==> config.mk <==
export PLATFORM = sky130hd
export DESIGN_NAME = conn_block_mux
export DESIGN_NICKNAME = d
export VERILOG_FILES = /design/src/rtl/cbm_pkg.sv /design/src/rtl/cbm_cfg_chain.sv /design/src/rtl/cbm_select.sv /design/src/rtl/cbm_route.sv /design/src/rtl/conn_block_mux.sv
export SDC_FILE = /design/constraint.sdc
export NUM_CORES = 1
export LEC_CHECK = 0
export ABC_CLOCK_PERIOD_IN_PS = 1140
export CORE_ASPECT_RATIO = 1.5
export CORE_MARGIN = 2
export CORE_UTILIZATION = 36
export CTS_CLUSTER_DIAMETER = 150
export DETAILED_ROUTE_END_ITERATION = 8
export GPL_TIMING_DRIVEN = 0
export PLACE_DENSITY = 0.82
export SETUP_SLACK_MARGIN = 0.05
export SYNTH_ARGS = -nofsm -noshare
export SYNTH_HDL_FRONTEND = slang
export SYNTH_HIERARCHICAL = 1
export SYNTH_SLANG_ARGS = --single-unit
==> constraint.sdc <==
create_clock -name clk -period 1.14 [get_ports clk]
set_input_delay 0.171 -clock clk [delete_from_list [all_inputs] [get_ports clk]]
set_output_delay 0.171 -clock clk [all_outputs]
set_load 0.02 [all_outputs]
==> src/rtl/cbm_pkg.sv <==
`timescale 1ns/1ps
package cbm_pkg;

  typedef enum logic [1:0] {
    UNIT_IN   = 2'd0,
    UNIT_OUT  = 2'd1,
    UNIT_PASS = 2'd2
  } unit_kind_e;

  // number of first-level groups for n legs of group size g
  function automatic int grpCount(input int n, input int g);
    return (n <= g) ? 1 : (n + g - 1) / g;
  endfunction

  // legs in group k (last group keeps its exact remainder)
  function automatic int grpSize(input int n, input int g, input int k);
    int rest;
    rest = n - k * g;
    return (rest < g) ? rest : g;
  endfunction

  // configuration bits used by group k
  function automatic int selWidth(input int n, input int g, input int k, input bit dec);
    int s;
    s = grpSize(n, g, k);
    return dec ? $clog2(s) : s;
  endfunction

  // first configuration bit of group k (groups below it come first)
  function automatic int selOffset(input int n, input int g, input int k, input bit dec);
    int off;
    off = 0;
    for (int j = 0; j < k; j++) off += selWidth(n, g, j, dec);
    return off;
  endfunction

  // second-stage bits, zero for a single-level unit
  function automatic int stageWidth(input int n, input int g, input bit dec);
    int c;
    c = grpCount(n, g);
    if (c == 1) return 0;
    return dec ? $clog2(c) : c;
  endfunction

  function automatic int cfgLength(input unit_kind_e kind, input int n, input int g, input bit dec);
    int len;
    case (kind)
      UNIT_IN:  len = selOffset(n, g, grpCount(n, g), dec) + stageWidth(n, g, dec);
      UNIT_OUT: len = n;
      default:  len = 1;
    endcase
    return (len < 1) ? 1 : len;
  endfunction

endpackage

==> src/rtl/cbm_cfg_chain.sv <==
`timescale 1ns/1ps
module cbm_cfg_chain #(
  parameter int LEN = 8
) (
  input  logic           clk,
  input  logic           rstN,
  input  logic           shiftEn,
  input  logic           dataIn,
  output logic [LEN-1:0] cfgVec,
  output logic           dataOut
);

  logic [LEN-1:0] cfgReg;

  generate
    if (LEN == 1) begin : gOne
      always_ff @(posedge clk or negedge rstN) begin
        if (!rstN)        cfgReg <= '0;
        else if (shiftEn) cfgReg <= dataIn;
      end
    end else begin : gMany
      always_ff @(posedge clk or negedge rstN) begin
        if (!rstN)        cfgReg <= '0;
        else if (shiftEn) cfgReg <= {dataIn, cfgReg[LEN-1:1]};
      end
    end
  endgenerate

  assign cfgVec  = cfgReg;
  assign dataOut = cfgReg[0];

endmodule

==> src/rtl/cbm_select.sv <==
`timescale 1ns/1ps
module cbm_select
  import cbm_pkg::*;
#(
  parameter unit_kind_e KIND       = UNIT_IN,
  parameter int         NUM_LEGS   = 12,
  parameter int         GRP        = 8,
  parameter bit         SEL_DECODE = 1'b0,
  parameter int         GRP_N      = 2,
  parameter int         CFG_BITS   = 14
) (
  input  logic [CFG_BITS-1:0] cfgVec,
  output logic [NUM_LEGS-1:0] legEn,
  output logic [GRP_N-1:0]    grpEn
);

  generate
    if (KIND == UNIT_IN && SEL_DECODE) begin : gCode
      for (genvar k = 0; k < GRP_N; k++) begin : gGrp
        localparam int SZ  = grpSize(NUM_LEGS, GRP, k);
        localparam int W   = selWidth(NUM_LEGS, GRP, k, 1'b1);
        localparam int OFF = selOffset(NUM_LEGS, GRP, k, 1'b1);
        if (W == 0) begin : gSingle
          assign legEn[k*GRP] = 1'b1;
        end else begin : gDecode
          logic [W-1:0] grpCode;
          assign grpCode = cfgVec[OFF +: W];
          for (genvar j = 0; j < SZ; j++) begin : gLeg
            assign legEn[k*GRP+j] = (grpCode == W'(j));
          end
        end
      end
      if (GRP_N > 1) begin : gStage
        localparam int SW   = $clog2(GRP_N);
        localparam int SOFF = selOffset(NUM_LEGS, GRP, GRP_N, 1'b1);
        logic [SW-1:0] stageCode;
        assign stageCode = cfgVec[SOFF +: SW];
        for (genvar k = 0; k < GRP_N; k++) begin : gStageEn
          assign grpEn[k] = (stageCode == SW'(k));
        end
      end else begin : gNoStage
        assign grpEn = '1;
      end
    end else begin : gHot
      assign legEn = cfgVec[NUM_LEGS-1:0];
      if (KIND == UNIT_IN && GRP_N > 1) begin : gStage
        assign grpEn = cfgVec[NUM_LEGS +: GRP_N];
      end else begin : gNoStage
        assign grpEn = '1;
      end
    end
  endgenerate

endmodule

==> src/rtl/cbm_route.sv <==
`timescale 1ns/1ps
module cbm_route
  import cbm_pkg::*;
#(
  parameter unit_kind_e KIND     = UNIT_IN,
  parameter int         CHAN_W   = 16,
  parameter int         NUM_LEGS = 12,
  parameter int         GRP      = 8,
  parameter int         GRP_N    = 2,
  parameter int         IDX_W    = 4,
  parameter bit         USE_MAP  = 1'b0,
  parameter logic [NUM_LEGS*IDX_W-1:0] LEG_MAP = '0
) (
  input  logic [NUM_LEGS-1:0] legEn,
  input  logic [GRP_N-1:0]    grpEn,
  input  logic [CHAN_W-1:0]   chanIn,
  input  logic                pinIn,
  output logic                pinOut,
  output logic [CHAN_W-1:0]   chanOut
);

  function automatic int wireOf(input int i);
    return USE_MAP ? int'(LEG_MAP[i*IDX_W +: IDX_W]) : (i % CHAN_W);
  endfunction

  function automatic logic [NUM_LEGS-1:0] legsOnWire(input int w);
    logic [NUM_LEGS-1:0] m;
    m = '0;
    for (int i = 0; i < NUM_LEGS; i++) m[i] = (wireOf(i) == w);
    return m;
  endfunction

  // input path: gated legs, OR inside each group, gated group OR
  logic [NUM_LEGS-1:0] legVal;
  logic [GRP_N-1:0]    grpHit;
  logic                muxOut;

  generate
    for (genvar i = 0; i < NUM_LEGS; i++) begin : gLegVal
      localparam int WI = wireOf(i);
      if (WI < CHAN_W) begin : gOn
        assign legVal[i] = legEn[i] & chanIn[WI];
      end else begin : gOff
        assign legVal[i] = 1'b0;
      end
    end
    for (genvar k = 0; k < GRP_N; k++) begin : gGrpHit
      localparam int SZ = grpSize(NUM_LEGS, GRP, k);
      assign grpHit[k] = |legVal[k*GRP +: SZ];
    end
  endgenerate

  assign muxOut = |(grpHit & grpEn);

  // output path: each wire driven by the pin when any leg on it is enabled
  logic [CHAN_W-1:0] demuxOut;

  generate
    for (genvar w = 0; w < CHAN_W; w++) begin : gWire
      localparam logic [NUM_LEGS-1:0] ON_WIRE = legsOnWire(w);
      assign demuxOut[w] = pinIn & (|(legEn & ON_WIRE));
    end
  endgenerate

  // passthrough path: direct neighbour link through leg 0
  logic passOut;
  assign passOut = pinIn & legEn[0];

  assign pinOut  = (KIND == UNIT_IN)   ? muxOut  :
                   (KIND == UNIT_PASS) ? passOut : 1'b0;
  assign chanOut = (KIND == UNIT_OUT)  ? demuxOut : '0;

endmodule

==> src/rtl/conn_block_mux.sv <==
`timescale 1ns/1ps
module conn_block_mux
  import cbm_pkg::*;
#(
  parameter int         CHAN_W     = 16,
  parameter int         NUM_LEGS   = 12,
  parameter int         GRP        = 8,
  parameter unit_kind_e KIND       = UNIT_IN,
  parameter bit         SEL_DECODE = 1'b0,
  parameter bit         USE_MAP    = 1'b0,
  parameter logic [NUM_LEGS*$clog2(CHAN_W)-1:0] LEG_MAP = '0
) (
  input  logic              clk,
  input  logic              rstN,
  input  logic              cfgShiftEn,
  input  logic              cfgDataIn,
  output logic              cfgDataOut,
  input  logic [CHAN_W-1:0] chanIn,
  input  logic              pinIn,
  output logic              pinOut,
  output logic [CHAN_W-1:0] chanOut
);

  localparam int IDX_W    = $clog2(CHAN_W);
  localparam int LEG_N    = (KIND == UNIT_PASS) ? 1 : NUM_LEGS;
  localparam int GRP_N    = (KIND == UNIT_IN) ? grpCount(NUM_LEGS, GRP) : 1;
  localparam bit USE_CODE = (KIND == UNIT_IN) && SEL_DECODE;
  localparam int CFG_BITS = cfgLength(KIND, LEG_N, GRP, USE_CODE);

  logic [CFG_BITS-1:0] cfgVec;
  logic [LEG_N-1:0]    legEn;
  logic [GRP_N-1:0]    grpEn;

  cbm_cfg_chain #(
    .LEN(CFG_BITS)
  ) uChain (
    .clk     (clk),
    .rstN    (rstN),
    .shiftEn (cfgShiftEn),
    .dataIn  (cfgDataIn),
    .cfgVec  (cfgVec),
    .dataOut (cfgDataOut)
  );

  cbm_select #(
    .KIND       (KIND),
    .NUM_LEGS   (LEG_N),
    .GRP        (GRP),
    .SEL_DECODE (USE_CODE),
    .GRP_N      (GRP_N),
    .CFG_BITS   (CFG_BITS)
  ) uSelect (
    .cfgVec (cfgVec),
    .legEn  (legEn),
    .grpEn  (grpEn)
  );

  cbm_route #(
    .KIND     (KIND),
    .CHAN_W   (CHAN_W),
    .NUM_LEGS (LEG_N),
    .GRP      (GRP),
    .GRP_N    (GRP_N),
    .IDX_W    (IDX_W),
    .USE_MAP  (USE_MAP),
    .LEG_MAP  (LEG_MAP[LEG_N*IDX_W-1:0])
  ) uRoute (
    .legEn   (legEn),
    .grpEn   (grpEn),
    .chanIn  (chanIn),
    .pinIn   (pinIn),
    .pinOut  (pinOut),
    .chanOut (chanOut)
  );

endmodule

=== After elaboration in Yosys (flattened, before gate mapping) ===
Cells that the tools add are included.

* Reductions and logical operators: 3
* Bitwise logic cells: 13

{| class="wikitable"
|+ Operators by type and width
! kind !! number
|-
| $and A1 B1 Y1 || 12
|-
| $reduce_or A8 Y1 || 1
|-
| $reduce_or A4 Y1 || 1
|-
| $and A2 B2 Y2 || 1
|-
| $reduce_or A2 Y1 || 1
|}

* Flip-flop bits (word level): 14
* Output and inout port bits: 18
* Logic and storage cells: 17
* Input bits: 21

=== Logic depth before layout (Yosys ltp) ===
* Depth after elaboration: 4
* Depth in mapped cells: 5
* Mapped depth without buffers: 3

=== Modules after synthesis ===
The synthesis kept the hierarchy.

{| class="wikitable"
|+ Modules (own cells, without submodules)
! module !! cells each !! instances !! area an instance (sq um)
|-
| cbm_cfg_chain || 30 || 1 || 526.8
|-
| cbm_route || 26 || 1 || 197.7
|-
| cbm_select || 14 || 1 || 105.1
|}

=== Worst setup path after synthesis ===
No wires, ideal clock.

* Path kind: reg-to-output
* Start point: register uChain.cfgReg[0] (netlist: uChain/cfgVec[0])
* End point: output port pinOut
* Arrival: 1.230 ns
* Cell stages (with the launch flop): 6
* Setup slack: -0.261 ns
* Data required time: 0.969 ns
* Path buffers: 2
* Cell sequence: dfrtp_1 > buf_4 > buf_4 > a22oi_1 > nand4_1 > a22o_1

* Cells in the longest elaborated chain, start to end: 4

{| class="wikitable"
|+ Ends and longest elaborated chain
! what !! line !! source
|-
| from (decl) || cbm_cfg_chain.sv:13 || <nowiki>logic [LEN-1:0] cfgReg;</nowiki>
|-
| from (signal assigned) || cbm_cfg_chain.sv:24 || <nowiki>else if (shiftEn) cfgReg <= {dataIn, cfgReg[LEN-1:1]};</nowiki>
|-
| $and A1 B1 Y1 || cbm_route.sv:42 || <nowiki>assign legVal[i] = legEn[i] & chanIn[WI];</nowiki>
|-
| $reduce_or A8 Y1 || cbm_route.sv:49 || <nowiki>assign grpHit[k] = |legVal[k*GRP +: SZ];</nowiki>
|-
| $and A2 B2 Y2 || cbm_route.sv:53 || <nowiki>assign muxOut = |(grpHit & grpEn);</nowiki>
|-
| $reduce_or A2 Y1 || cbm_route.sv:53 ||
|-
| to (decl) || conn_block_mux.sv:20 || <nowiki>output logic pinOut,</nowiki>
|}

No other way between the ends.

=== Worst setup path in the final report ===
Ends and elaborated chain as after synthesis.

==> reports/results.tsv <==
stage	metric	value	unit
floorplan	die area	0.00271	sq mm
floorplan	Top Ports	39	
timing	Final Slew Violations	0	
logic_synthesis	Synth Register Bits	14	
outcome	failing checks	negative setup slack	
timing	setup tns final	-0.485	ns
cts	H-tree depth	1	
min_path	Tightest Hold Check Type	in2async	
global_routing	initial antenna violation count	0	
worst_setup_path	Setup crit end kind	output port	
logic_synthesis	area share of the largest cell type after synthesis	42.2	%
logic_synthesis	Synth area leaders	dfrtp_1 42%, buf_4 28%, mux2_2 19%	
timing	normalized max-slew margin	59.1	%
drt	drt pass-1 iters	2	
logic_synthesis	leading area contributor after synthesis	dfrtp_1	
cts	clock sinks	14	
drt	via count	553	
drt	drt drc	0	
timing	endpoints failing setup	1	
timing	Slew @ Worst Pin	0.611	ns
cts	hold_buf cts	0	
cells_and_area	Final nets	131	
place	Routability Congestion	0.691	
drt	drt wl/cell	9.72	microns
cts	CTS tree	built	
timing	fin crit share	143	%
pwr	P_leak	0.576	nW
floorplan	Core ar.	0.00221	sq mm
worst_setup_path	startpoint types	flip-flop	
pwr	pwr dens	1830	mW/mm^2
logic_synthesis	syn_area_per_cell	11.9	sq um
cells_and_area	most common cell after layout, fill and taps aside	buf_4	
floorplan	die extent in y	62.8	microns
cells_and_area	layout cell share with drive strength beyond 1	56.0	%
timing	RSZ-0062 raised after global routing	yes	
cts	Num CTS Buffers	3	
worst_setup_path	R2R setup slack	0.13	ns
cells_and_area	Largest register FFs	14	
global_routing	number of global-route vias before repair	474	
cells_and_area	Area Overhead vs Synth	40.9	%
drt	Via density	4.19	
cells_and_area	Finished Core Util	52.9	%
cts	clock buffer depth	2	
cells_and_area	most frequent cells in the layout	32 x buf_4, 16 x conb_1, 14 x clkdlybuf4s50_1, 14 x mux2_2, 13 x dfrtp_1	
worst_setup_path	worst-path fanout max	2	
cts	Clock transition at path regs	0.08	ns
pwr	maximum vdd drop	1030	uV
logic_synthesis	Syn Std Cell Area	830	sq um
worst_setup_path	worst r2r src	uChain/cfgVec[2]	
drt	Initial DRC Count	3	
cts	Skew-Pair Late Insertion Delay	0.27	ns
worst_setup_path	Critical Path AT	1.45	ns
place	port buffer count	17	
logic_synthesis	synth unique cells	10	
timing	Final Critical Period	1.62	ns
timing	final clock skew	0.00530	ns
global_routing	largest net degree at the start of global routing	15	
floorplan	Initial Utilization	37.6	%
worst_setup_path	kind of critical path	reg2out	
floorplan	die width	43.2	microns
place	worst slack at placement	-0.732	ns
floorplan	# rows	21	
global_routing	global-route wire length before repair	1940	microns
cells_and_area	ANT cells	0	
logic_synthesis	Mapped Cells	70	
timing	Highest Clock Rate	615	MHz
cts	CTS Root Cell	clkbuf_4	
worst_setup_path	Reg2Reg Depth	3	
outcome	outcome	complete, but fails checks	
global_routing	GRT overflow	0	
worst_setup_path	reg2reg end	uChain/cfgVec[1]	
global_routing	Tot GR Track Use	9.33	%
logic_synthesis	sequential area share after synthesis	42.2	%
drt	drt total wl	1280	microns
logic_synthesis	YS warnings	6	
timing	final hold vios	0	
run	number of max-cap violations	0	
drt	Final ANT Viol Nets	0	
timing	Setup WS post-layout	-0.485	ns
place	detailed placement HPWL	1010	microns
worst_setup_path	Critical Path RT	0.97	ns
## layout make-up
class	instances	area (sq um)
Timing Repair Buffer	21	201
Tap cell	23	28.8
Sequential cell	14	352
Buffer	31	244
Clock buffer	4	36.3
Multi-Input combinational cell	39	307
Fill cell	206	1040
## how the worst max path moves through the flow
| stage | to | startpoint | depth (start not counted) | slack [ns] |
|---|---|---|---|---|
| CTS | pinOut | uChain/cfgVec[0] | 5 | -0.51 |
| floorplan | pinOut | uChain/cfgVec[0] | 5 | -0.18 |
| finish | pinOut | uChain/cfgVec[0] | 5 | -0.48 |
| detailed placement | pinOut | chanIn[2] | 5 | -0.73 |
| global route | pinOut | uChain/cfgVec[2] | 5 | -0.56 |
| global placement | pinOut | chanIn[2] | 5 | -0.72 |
## critical path: stages, from the launching register on
cell and delay (ns):
dfrtp_2 0.42, buf_6 0.12, a22oi_2 0.16, nand4_1 0.15, a22o_1 0.21, buf_6 0.13
## through the flow
stage	power, mW	cell area, sq um	hold slack [ns]	cells
after global routing	2.26	1170	0.316	132
after global placement	1.67	1100	0.513	125
after CTS	2.12	1160	0.282	131
final	2.14	1170	0.274	132
after detailed placement	1.70	1100	0.521	125
after floorplan	1.48	900	-0.125	85
## where the power goes
| group | leakage, nW | internal, mW | switching, mW |
|---|---|---|---|
| clock | 0.0210 | 0.194 | 0.148 |
| combinational | 0.389 | 0.663 | 0.327 |
| sequential | 0.166 | 0.682 | 0.125 |
## synthesized netlist by cell type, drive strengths merged
| master | n |
|---|---|
| buf | 32 |
| dfrtp | 14 |
| mux2 | 14 |
| a22oi | 6 |
| a22o | 1 |
| conb | 1 |
| nand2 | 1 |
| nand4 | 1 |
## kinds of logic (layout without fill, tap and decap cells)
logic type             Yosys count  count (layout)  synth area share [%]
other                            1              16                 0.452
flip-flops                      14              14                  42.2
multiplexers                    14              14                  19.0
AO/OA/AOI/OAI                    7               7                  7.69
buffers and inverters           32              56                  29.4
AND/OR/NAND/NOR                  2               2                  1.21
## per-layer routing
metal  vias to the layer above  global-route usage, %  part of all wire [%]
met5                         -                      0                     0
met4                         0                   5.68                   1.0
met3                         2                   1.73                   6.5
met2                        19                   15.5                    53
met1                       258                   10.6                    39
li1                        274                      -                     -
## timing repair
action | CTS | global route
gates resized for setup | 15 | 1
buffers inserted | 3 | 1
pin swaps | 4 | 1
endpoints found under the setup margin | 12 | 2
No activity file was read; power rests on OpenSTA's default activity.
